===== config.mk =====
export PLATFORM = sky130hd
export DESIGN_NAME = mem_traffic_seq
export DESIGN_NICKNAME = d
export VERILOG_FILES = /design/src/rtl/mts_pkg.sv /design/src/rtl/mts_cfg_regs.sv /design/src/rtl/mts_base_addr.sv /design/src/rtl/mts_sequencer.sv /design/src/rtl/mem_traffic_seq.sv
export SDC_FILE = /design/constraint.sdc
export NUM_CORES = 1
export LEC_CHECK = 0
export ABC_AREA = 1
export BUFFER_PORTS_ARGS = -buffer_cell sky130_fd_sc_hd__buf_2
export CAP_MARGIN = 20
export CELL_PAD_IN_SITES_DETAIL_PLACEMENT = 1
export CELL_PAD_IN_SITES_GLOBAL_PLACEMENT = 1
export CORE_ASPECT_RATIO = 0.75
export CORE_UTILIZATION = 44
export CTS_CLUSTER_DIAMETER = 80
export DETAILED_ROUTE_END_ITERATION = 6
export PLACE_DENSITY = 0.93
export SETUP_SLACK_MARGIN = 0.2
export SLEW_MARGIN = 20
export SYNTH_ARGS = -nofsm -noshare
export SYNTH_HDL_FRONTEND = slang
export SYNTH_SLANG_ARGS = --single-unit

===== constraint.sdc =====
create_clock -name clk -period 4.27 [get_ports clk]
set_input_delay 0.854 -clock clk [delete_from_list [all_inputs] [get_ports clk]]
set_output_delay 0.854 -clock clk [all_outputs]
set_load 0.005 [all_outputs]

===== src/rtl/mts_pkg.sv =====
// Shared definitions for the memory test traffic sequencer.
// Assumes a 4-bit register offset space.
package mts_pkg;
    typedef enum logic [3:0] {
        REG_START = 4'd0,
        REG_LOOPS = 4'd1,
        REG_WCNT  = 4'd2,
        REG_RCNT  = 4'd3,
        REG_WREP  = 4'd4,
        REG_RREP  = 4'd5,
        REG_BLEN  = 4'd6,
        REG_AMODE = 4'd7,
        REG_BASE  = 4'd8,
        REG_INCR  = 4'd9
    } reg_id_e;

    typedef enum logic [1:0] {
        AM_RAND = 2'd0,
        AM_SEQ  = 2'd1,
        AM_RSEQ = 2'd2,
        AM_HOLD = 2'd3
    } amode_e;

    typedef enum logic [1:0] {
        PH_IDLE = 2'd0,
        PH_WR   = 2'd1,
        PH_RD   = 2'd2
    } phase_e;
endpackage


===== src/rtl/mts_cfg_regs.sv =====
// Configuration register bank. It captures register writes and presents
// effective counts, in which a stored zero reads as one.
// Assumes AW <= DW. Writes to the start offset are decoded by the top.
module mts_cfg_regs
    import mts_pkg::*;
#(
    parameter int DW = 32,
    parameter int AW = 32,
    parameter int CW = 16,
    parameter int LW = 8
) (
    input  logic          clk,
    input  logic          rst_n,
    input  logic          we,
    input  logic [3:0]    addr,
    input  logic [DW-1:0] wdata,
    output logic [CW-1:0] eff_loops,
    output logic [CW-1:0] eff_wcnt,
    output logic [CW-1:0] eff_rcnt,
    output logic [CW-1:0] eff_wrep,
    output logic [CW-1:0] eff_rrep,
    output logic [LW-1:0] blen,
    output logic [1:0]    amode,
    output logic [AW-1:0] base_init,
    output logic [AW-1:0] incr
);
    logic [CW-1:0] loops_q, wcnt_q, rcnt_q, wrep_q, rrep_q;

    // Capture register writes by offset.
    always_ff @(posedge clk) begin
        if (!rst_n) begin
            loops_q   <= '0;
            wcnt_q    <= '0;
            rcnt_q    <= '0;
            wrep_q    <= '0;
            rrep_q    <= '0;
            blen      <= '0;
            amode     <= AM_SEQ;
            base_init <= '0;
            incr      <= '0;
        end else if (we) begin
            case (reg_id_e'(addr))
                REG_LOOPS: loops_q   <= wdata[CW-1:0];
                REG_WCNT:  wcnt_q    <= wdata[CW-1:0];
                REG_RCNT:  rcnt_q    <= wdata[CW-1:0];
                REG_WREP:  wrep_q    <= wdata[CW-1:0];
                REG_RREP:  rrep_q    <= wdata[CW-1:0];
                REG_BLEN:  blen      <= wdata[LW-1:0];
                REG_AMODE: amode     <= wdata[1:0];
                REG_BASE:  base_init <= wdata[AW-1:0];
                REG_INCR:  incr      <= wdata[AW-1:0];
                default: ;
            endcase
        end
    end

    // Map a stored zero to one for every count.
    always_comb begin
        eff_loops = (loops_q == '0) ? CW'(1) : loops_q;
        eff_wcnt  = (wcnt_q  == '0) ? CW'(1) : wcnt_q;
        eff_rcnt  = (rcnt_q  == '0) ? CW'(1) : rcnt_q;
        eff_wrep  = (wrep_q  == '0) ? CW'(1) : wrep_q;
        eff_rrep  = (rrep_q  == '0) ? CW'(1) : rrep_q;
    end
endmodule


===== src/rtl/mts_base_addr.sv =====
// Base address register. It loads the configured start value when a stage
// launches and updates it at each loop end according to the address mode.
// Assumes load and step are never high together.
module mts_base_addr
    import mts_pkg::*;
#(
    parameter int          AW   = 32,
    parameter logic [AW-1:0] TAPS = 32'h8020_0003
) (
    input  logic          clk,
    input  logic          rst_n,
    input  logic          load,
    input  logic          step,
    input  logic [1:0]    mode,
    input  logic [AW-1:0] init,
    input  logic [AW-1:0] incr,
    output logic [AW-1:0] base
);
    // Load on launch, then add the increment, step the LFSR or hold at loop end.
    always_ff @(posedge clk) begin
        if (!rst_n) begin
            base <= '0;
        end else if (load) begin
            base <= init;
        end else if (step) begin
            case (amode_e'(mode))
                AM_SEQ:           base <= base + incr;
                AM_RAND, AM_RSEQ: base <= {base[AW-2:0], ^(base & TAPS)};
                default:          base <= base;
            endcase
        end
    end

    AST_HOLD_MODE: assert property (@(posedge clk) disable iff (!rst_n)
        (step && !load && mode == AM_HOLD) |=> $stable(base));
endmodule


===== src/rtl/mts_sequencer.sv =====
// Loop, block and repeat counters with the command-phase state machine.
// Assumes that go is only pulsed while the phase is idle, and that the
// count inputs are effective values (at least one).
module mts_sequencer
    import mts_pkg::*;
#(
    parameter int CW = 16
) (
    input  logic          clk,
    input  logic          rst_n,
    input  logic          go,
    input  logic          start_any,
    input  logic [CW-1:0] loops,
    input  logic [CW-1:0] xacts,
    input  logic [CW-1:0] wrep,
    input  logic [CW-1:0] rrep,
    input  logic          cmd_ready,
    output logic          cmd_valid,
    output logic          cmd_write,
    output logic          addr_next,
    output logic          data_next,
    output logic          loop_end,
    output logic          busy,
    output logic          done
);
    phase_e        phase;
    logic [CW-1:0] loop_cnt, xact_cnt, rep_cnt, cur_rep;
    logic          accept, last_rep, last_xact, last_loop;

    // Decode the phase and the last-element conditions.
    always_comb begin
        cmd_valid = (phase != PH_IDLE);
        cmd_write = (phase == PH_WR);
        busy      = cmd_valid;
        cur_rep   = cmd_write ? wrep : rrep;
        accept    = cmd_valid && cmd_ready;
        last_rep  = (rep_cnt  == cur_rep - CW'(1));
        last_xact = (xact_cnt == xacts - CW'(1));
        last_loop = (loop_cnt == loops - CW'(1));
        addr_next = accept && last_rep;
        data_next = accept && cmd_write;
        loop_end  = accept && last_rep && last_xact && (phase == PH_RD);
    end

    // Advance the repeat, transaction and loop counters on each accept.
    always_ff @(posedge clk) begin
        if (!rst_n) begin
            phase    <= PH_IDLE;
            loop_cnt <= '0;
            xact_cnt <= '0;
            rep_cnt  <= '0;
            done     <= 1'b0;
        end else begin
            if (start_any) done <= 1'b0;
            if (go) begin
                phase    <= PH_WR;
                loop_cnt <= '0;
                xact_cnt <= '0;
                rep_cnt  <= '0;
            end else if (accept) begin
                if (!last_rep) begin
                    rep_cnt <= rep_cnt + CW'(1);
                end else begin
                    rep_cnt <= '0;
                    if (!last_xact) begin
                        xact_cnt <= xact_cnt + CW'(1);
                    end else begin
                        xact_cnt <= '0;
                        if (phase == PH_WR) begin
                            phase <= PH_RD;
                        end else if (last_loop) begin
                            phase <= PH_IDLE;
                            done  <= 1'b1;
                        end else begin
                            loop_cnt <= loop_cnt + CW'(1);
                            phase    <= PH_WR;
                        end
                    end
                end
            end
        end
    end

    AST_CMD_HOLD: assert property (@(posedge clk) disable iff (!rst_n)
        (cmd_valid && !cmd_ready) |=> (cmd_valid && $stable(cmd_write)));
    AST_REP_RANGE: assert property (@(posedge clk) disable iff (!rst_n)
        cmd_valid |-> (rep_cnt < cur_rep));
    AST_DONE_QUIET: assert property (@(posedge clk) disable iff (!rst_n)
        done |-> !cmd_valid);
    AST_LAUNCH: assert property (@(posedge clk) disable iff (!rst_n)
        $rose(cmd_valid) |-> $past(go));
endmodule


===== src/rtl/mem_traffic_seq.sv =====
// Memory test traffic sequencer top. It decodes the start write, checks
// that the write and read counts match, and ties together the register
// bank, the sequencer and the base address register.
// Assumes the start write is the last configuration access of a stage.
module mem_traffic_seq
    import mts_pkg::*;
#(
    parameter int            DW   = 32,
    parameter int            AW   = 32,
    parameter int            CW   = 16,
    parameter int            LW   = 8,
    parameter logic [AW-1:0] TAPS = 32'h8020_0003
) (
    input  logic          clk,
    input  logic          rst_n,
    input  logic          cfg_we,
    input  logic [3:0]    cfg_addr,
    input  logic [DW-1:0] cfg_wdata,
    input  logic          cmd_ready,
    output logic          cmd_valid,
    output logic          cmd_write,
    output logic [LW-1:0] cmd_len,
    output logic [AW-1:0] cmd_base,
    output logic          addr_next,
    output logic          data_next,
    output logic          busy,
    output logic          done,
    output logic          cfg_err
);
    logic [CW-1:0] eff_loops, eff_wcnt, eff_rcnt, eff_wrep, eff_rrep;
    logic [1:0]    amode;
    logic [AW-1:0] base_init, incr;
    logic          start_any, mismatch, go, loop_end;

    mts_cfg_regs #(.DW(DW), .AW(AW), .CW(CW), .LW(LW)) i_regs (
        .clk(clk), .rst_n(rst_n), .we(cfg_we), .addr(cfg_addr), .wdata(cfg_wdata),
        .eff_loops(eff_loops), .eff_wcnt(eff_wcnt), .eff_rcnt(eff_rcnt),
        .eff_wrep(eff_wrep), .eff_rrep(eff_rrep), .blen(cmd_len),
        .amode(amode), .base_init(base_init), .incr(incr)
    );

    // Decode a start write accepted while idle and screen the counts.
    always_comb begin
        start_any = cfg_we && (reg_id_e'(cfg_addr) == REG_START) && !busy;
        mismatch  = (eff_wcnt != eff_rcnt);
        go        = start_any && !mismatch;
    end

    // Record the outcome of the count check at each start.
    always_ff @(posedge clk) begin
        if (!rst_n)         cfg_err <= 1'b0;
        else if (start_any) cfg_err <= mismatch;
    end

    mts_sequencer #(.CW(CW)) i_seq (
        .clk(clk), .rst_n(rst_n), .go(go), .start_any(start_any),
        .loops(eff_loops), .xacts(eff_wcnt), .wrep(eff_wrep), .rrep(eff_rrep),
        .cmd_ready(cmd_ready), .cmd_valid(cmd_valid), .cmd_write(cmd_write),
        .addr_next(addr_next), .data_next(data_next), .loop_end(loop_end),
        .busy(busy), .done(done)
    );

    mts_base_addr #(.AW(AW), .TAPS(TAPS)) i_base (
        .clk(clk), .rst_n(rst_n), .load(go), .step(loop_end), .mode(amode),
        .init(base_init), .incr(incr), .base(cmd_base)
    );

    AST_ERR_QUIET: assert property (@(posedge clk) disable iff (!rst_n)
        cfg_err |-> !cmd_valid);
    AST_BASE_HOLD: assert property (@(posedge clk) disable iff (!rst_n)
        (cmd_valid && !cmd_ready) |=> $stable(cmd_base));
endmodule


==> out/metrics.cfg <==
[cts]
cts_tree=yes
root_buffer=clkbuf_16
htree_levels=1
hold_buffers=0
cts_buffer_depth=3
clk_pin_slew_ns=0.07
clk_latency_ns=0.56
cts_made_buffers=26
clkSinkCount=238

[final_layout]
fill_cells=4376
seqCellArea_mm2=0.00478
fin_area_mm2=0.0168
layout-drive-gt1-share=0.110
area_growth_pct=14.9
antenna-diode-count=0
multiInputGateArea_mm2=0.00883
nets=2423

[global_route]
first_global_vias=16200
grt-ovfl-total=0
grt_pass1_wl_mm=88.6
grt_util_all_layers=0.330
grt_start_max_net_pins=106
antenna_found_initial=0

[drt]
vias=16100
routedWlPerCell_um=20.4
wl_met2_mm=25.2
dr_wl_met3_mm=4.70
met1Wirelength_mm=25.6
drt_iter0_markers=1405
antenna_left=0
drt-pass1-iter-count=5
vias_per_cell=5.75
routed_wl_mm=57.2
highest_layer=met4
drc_errors=0

[power]
fin_total_pwr_w=0.00592
power_per_cell_area_mw_per_mm2=353
ir_drop_v=0.000264
p_leak_nw=7.84

[job]
drv_cap=0

[synthesis]
synth_area_per_cell_um2=6.42
synth_warnings=0
synth-async-reset-ratio=0
synth-seq-cells=238
ys_seq_area_frac=0.326
synth-edff-count=0
syn_nets=2350
syn_inst=2272
yosysUniqueCellTypes=50
syn_area_mm2=0.0146
synthFlopType=dfxtp_1

[placed_design]
numPortBuffers=86
dp_hpwl_mm=41.4
place_area_mm2=0.0154
gp_congestion=1.01

[die]
rows=57
fp.dieW_um=212
die_y_um=160
core_area_mm2=0.0325
start_util=0.449
dieArea_mm2=0.0339
pin_count=87

[sta]
fmax_ghz=0.243
whs_ns=0.456
tightest_slew_ns=0.835
period_share=0.964
rsz0062_at_grt=yes
drv_slew=0
max-slew-margin-rel=0.442
fin_crit_ns=4.11
fin_tns_setup_ns=0
setup_viol=0
fin_skew_ns=0.0126
finalHoldViolations=0

[setup_path]
reg2reg_from=i_regs.wcnt_q[10]
critPathMaxFanout=4
reg2reg_to=i_base.base[12]
r2r_cells=23
reg2reg_slack_ns=0.45
startpoint=i_regs.wrep_q[4]
endpoint=addr_next
end_kind=primary output
startpoint_type=flip-flop
worstPathArrival_ns=3.26
worstSetupPathType=reg -> out
crit_required_ns=3.42

[hold_path]
hold_path_class=reg -> reg

[status]
status=complete, no violations

## critical path, stage by stage, from the launching register on
cell	delay [ns]
dfxtp_1	0.35
nor2_1	0.14
nand2_1	0.09
nor2_2	0.14
nand2_2	0.07
nand2_2	0.10
nand2_4	0.07
ha_4	0.18
xnor2_2	0.19
xor2_1	0.18
nand4_1	0.22
nor2_2	0.21
nand3_2	0.09
nor2_2	0.13
nand3_2	0.10
nor3_2	0.17
buf_4	0.15
buf_6	0.09
## layout make-up
type / instances / area share
multi-input cells: 1735 / 0.527
flip-flops and latches: 238 / 0.285
inverters: 222 / 0.0501
clock buffers: 34 / 0.0448
repair buffers: 121 / 0.0433
well taps: 442 / 0.0330
clock inverters: 14 / 0.0169
repair inverters: 1 / 0.000298
## registers in the layout (all words and copies together), names as in the netlist, 2 cells and up
register          count
i_regs.loops_q       16
i_seq.xact_cnt       16
i_base.base          32
i_regs.amode          2
i_regs.wrep_q        16
i_seq.loop_cnt       16
i_seq.phase           2
i_regs.rcnt_q        16
i_seq.rep_cnt        16
i_regs.blen           8
i_regs.incr          32
i_regs.wcnt_q        16
i_regs.rrep_q        16
i_regs.base_init     32
## power by group
group | leakage (nW) | internal, W | total [W] | switching, W
clock | 0.500 | 0.00173 | 0.00274 | 0.00102
combinational | 5.42 | 0.000289 | 0.000893 | 0.000605
sequential | 1.93 | 0.00225 | 0.00229 | 0.0000325
total | 7.84 | 0.00427 | 0.00592 | 0.00165
## cells in the final DEF (no fill, tap or decap), drive strengths merged, types with 2 or more instances in the layout
| cell | Yosys | final |
|---|---|---|
| nand3b | 7 | 7 |
| o211ai | 9 | 9 |
| xor2 | 80 | 80 |
| xnor2 | 23 | 23 |
| a21oi | 131 | 131 |
| clkinvlp | 0 | 2 |
| o21a | 4 | 4 |
| o2111ai | 2 | 2 |
| a21boi | 3 | 3 |
| nor3 | 38 | 38 |
| ha | 37 | 37 |
| nand3 | 140 | 140 |
| o221ai | 2 | 2 |
| a21o | 8 | 8 |
| inv | 217 | 216 |
| clkbuf | 59 | 34 |
| nor4 | 13 | 13 |
| o21ai | 245 | 245 |
| dfxtp | 238 | 238 |
| o21bai | 10 | 10 |
| or2 | 11 | 11 |
| nor2 | 498 | 498 |
| a31oi | 10 | 10 |
| a211oi | 4 | 4 |
| and2 | 3 | 3 |
| buf | 19 | 121 |
| nand4 | 47 | 47 |
| clkinv | 5 | 11 |
| nor3b | 6 | 6 |
| nand2 | 396 | 397 |
| o31ai | 3 | 3 |
| bufinv | 0 | 8 |
## how the worst min path moves through the flow
stage	slack, ns	cells past startpoint	to	from
final	0.46	2	i_regs.base_init[22]	i_regs.base_init[22]
after CTS	0.46	2	i_regs.base_init[11]	i_regs.base_init[11]
after global placement	0.44	2	i_regs.base_init[16]	i_regs.base_init[16]
after detailed placement	0.45	2	i_regs.base_init[11]	i_regs.base_init[11]
after floorplan	0.42	2	i_regs.base_init[0]	i_regs.base_init[0]
after global routing	0.48	2	i_regs.base_init[20]	i_regs.base_init[20]
## metal layers
metal | vias to the layer above | GRT usage
li1 | 7568 | -
met1 | 7826 | 0.461
met2 | 608 | 0.512
met3 | 126 | 0.0600
met4 | 0 | 0.105
met5 | - | 0
## synth_stat cells, types with 37 or more instances
cell type	number	area, µm²
nand2_1	383	1440
a21oi_1	131	656
dfxtp_1	238	4760
nor3_1	38	190
inv_1	207	777
nor2_1	484	1820
o21ai_0	226	1130
ha_1	37	463
clkbuf_1	59	221
nand4_1	45	282
xor2_1	80	701
nand3_1	139	696
## metrics by stage
step / instances / setup WS [ns] / util
final: 2807 / 0.155 / 0.516
after global routing: 2807 / 0.00269 / 0.516
after CTS: 2793 / 0.128 / 0.508
after detailed placement: 2744 / 0.170 / 0.475
after global placement: 2744 / 0.386 / 0.475
after floorplan: 2272 / 1.08 / -
## logic make-up after synthesis
kind of cell             share of synthesized area
AND/OR/NAND/NOR                              0.340
AO/OA/AOI/OAI                                0.159
flip-flops                                   0.326
adder cells (fa/ha/maj)                     0.0331
buffers and inverters                       0.0801
XOR/XNOR                                    0.0618
## timing repair
item	in CTS	in global routing
pin swaps	1	23
gates cloned	0	2
buffers inserted	1	12
gates resized for setup	10	41
endpoints found under the setup margin	18	49
(Power assumes the default switching activity.)
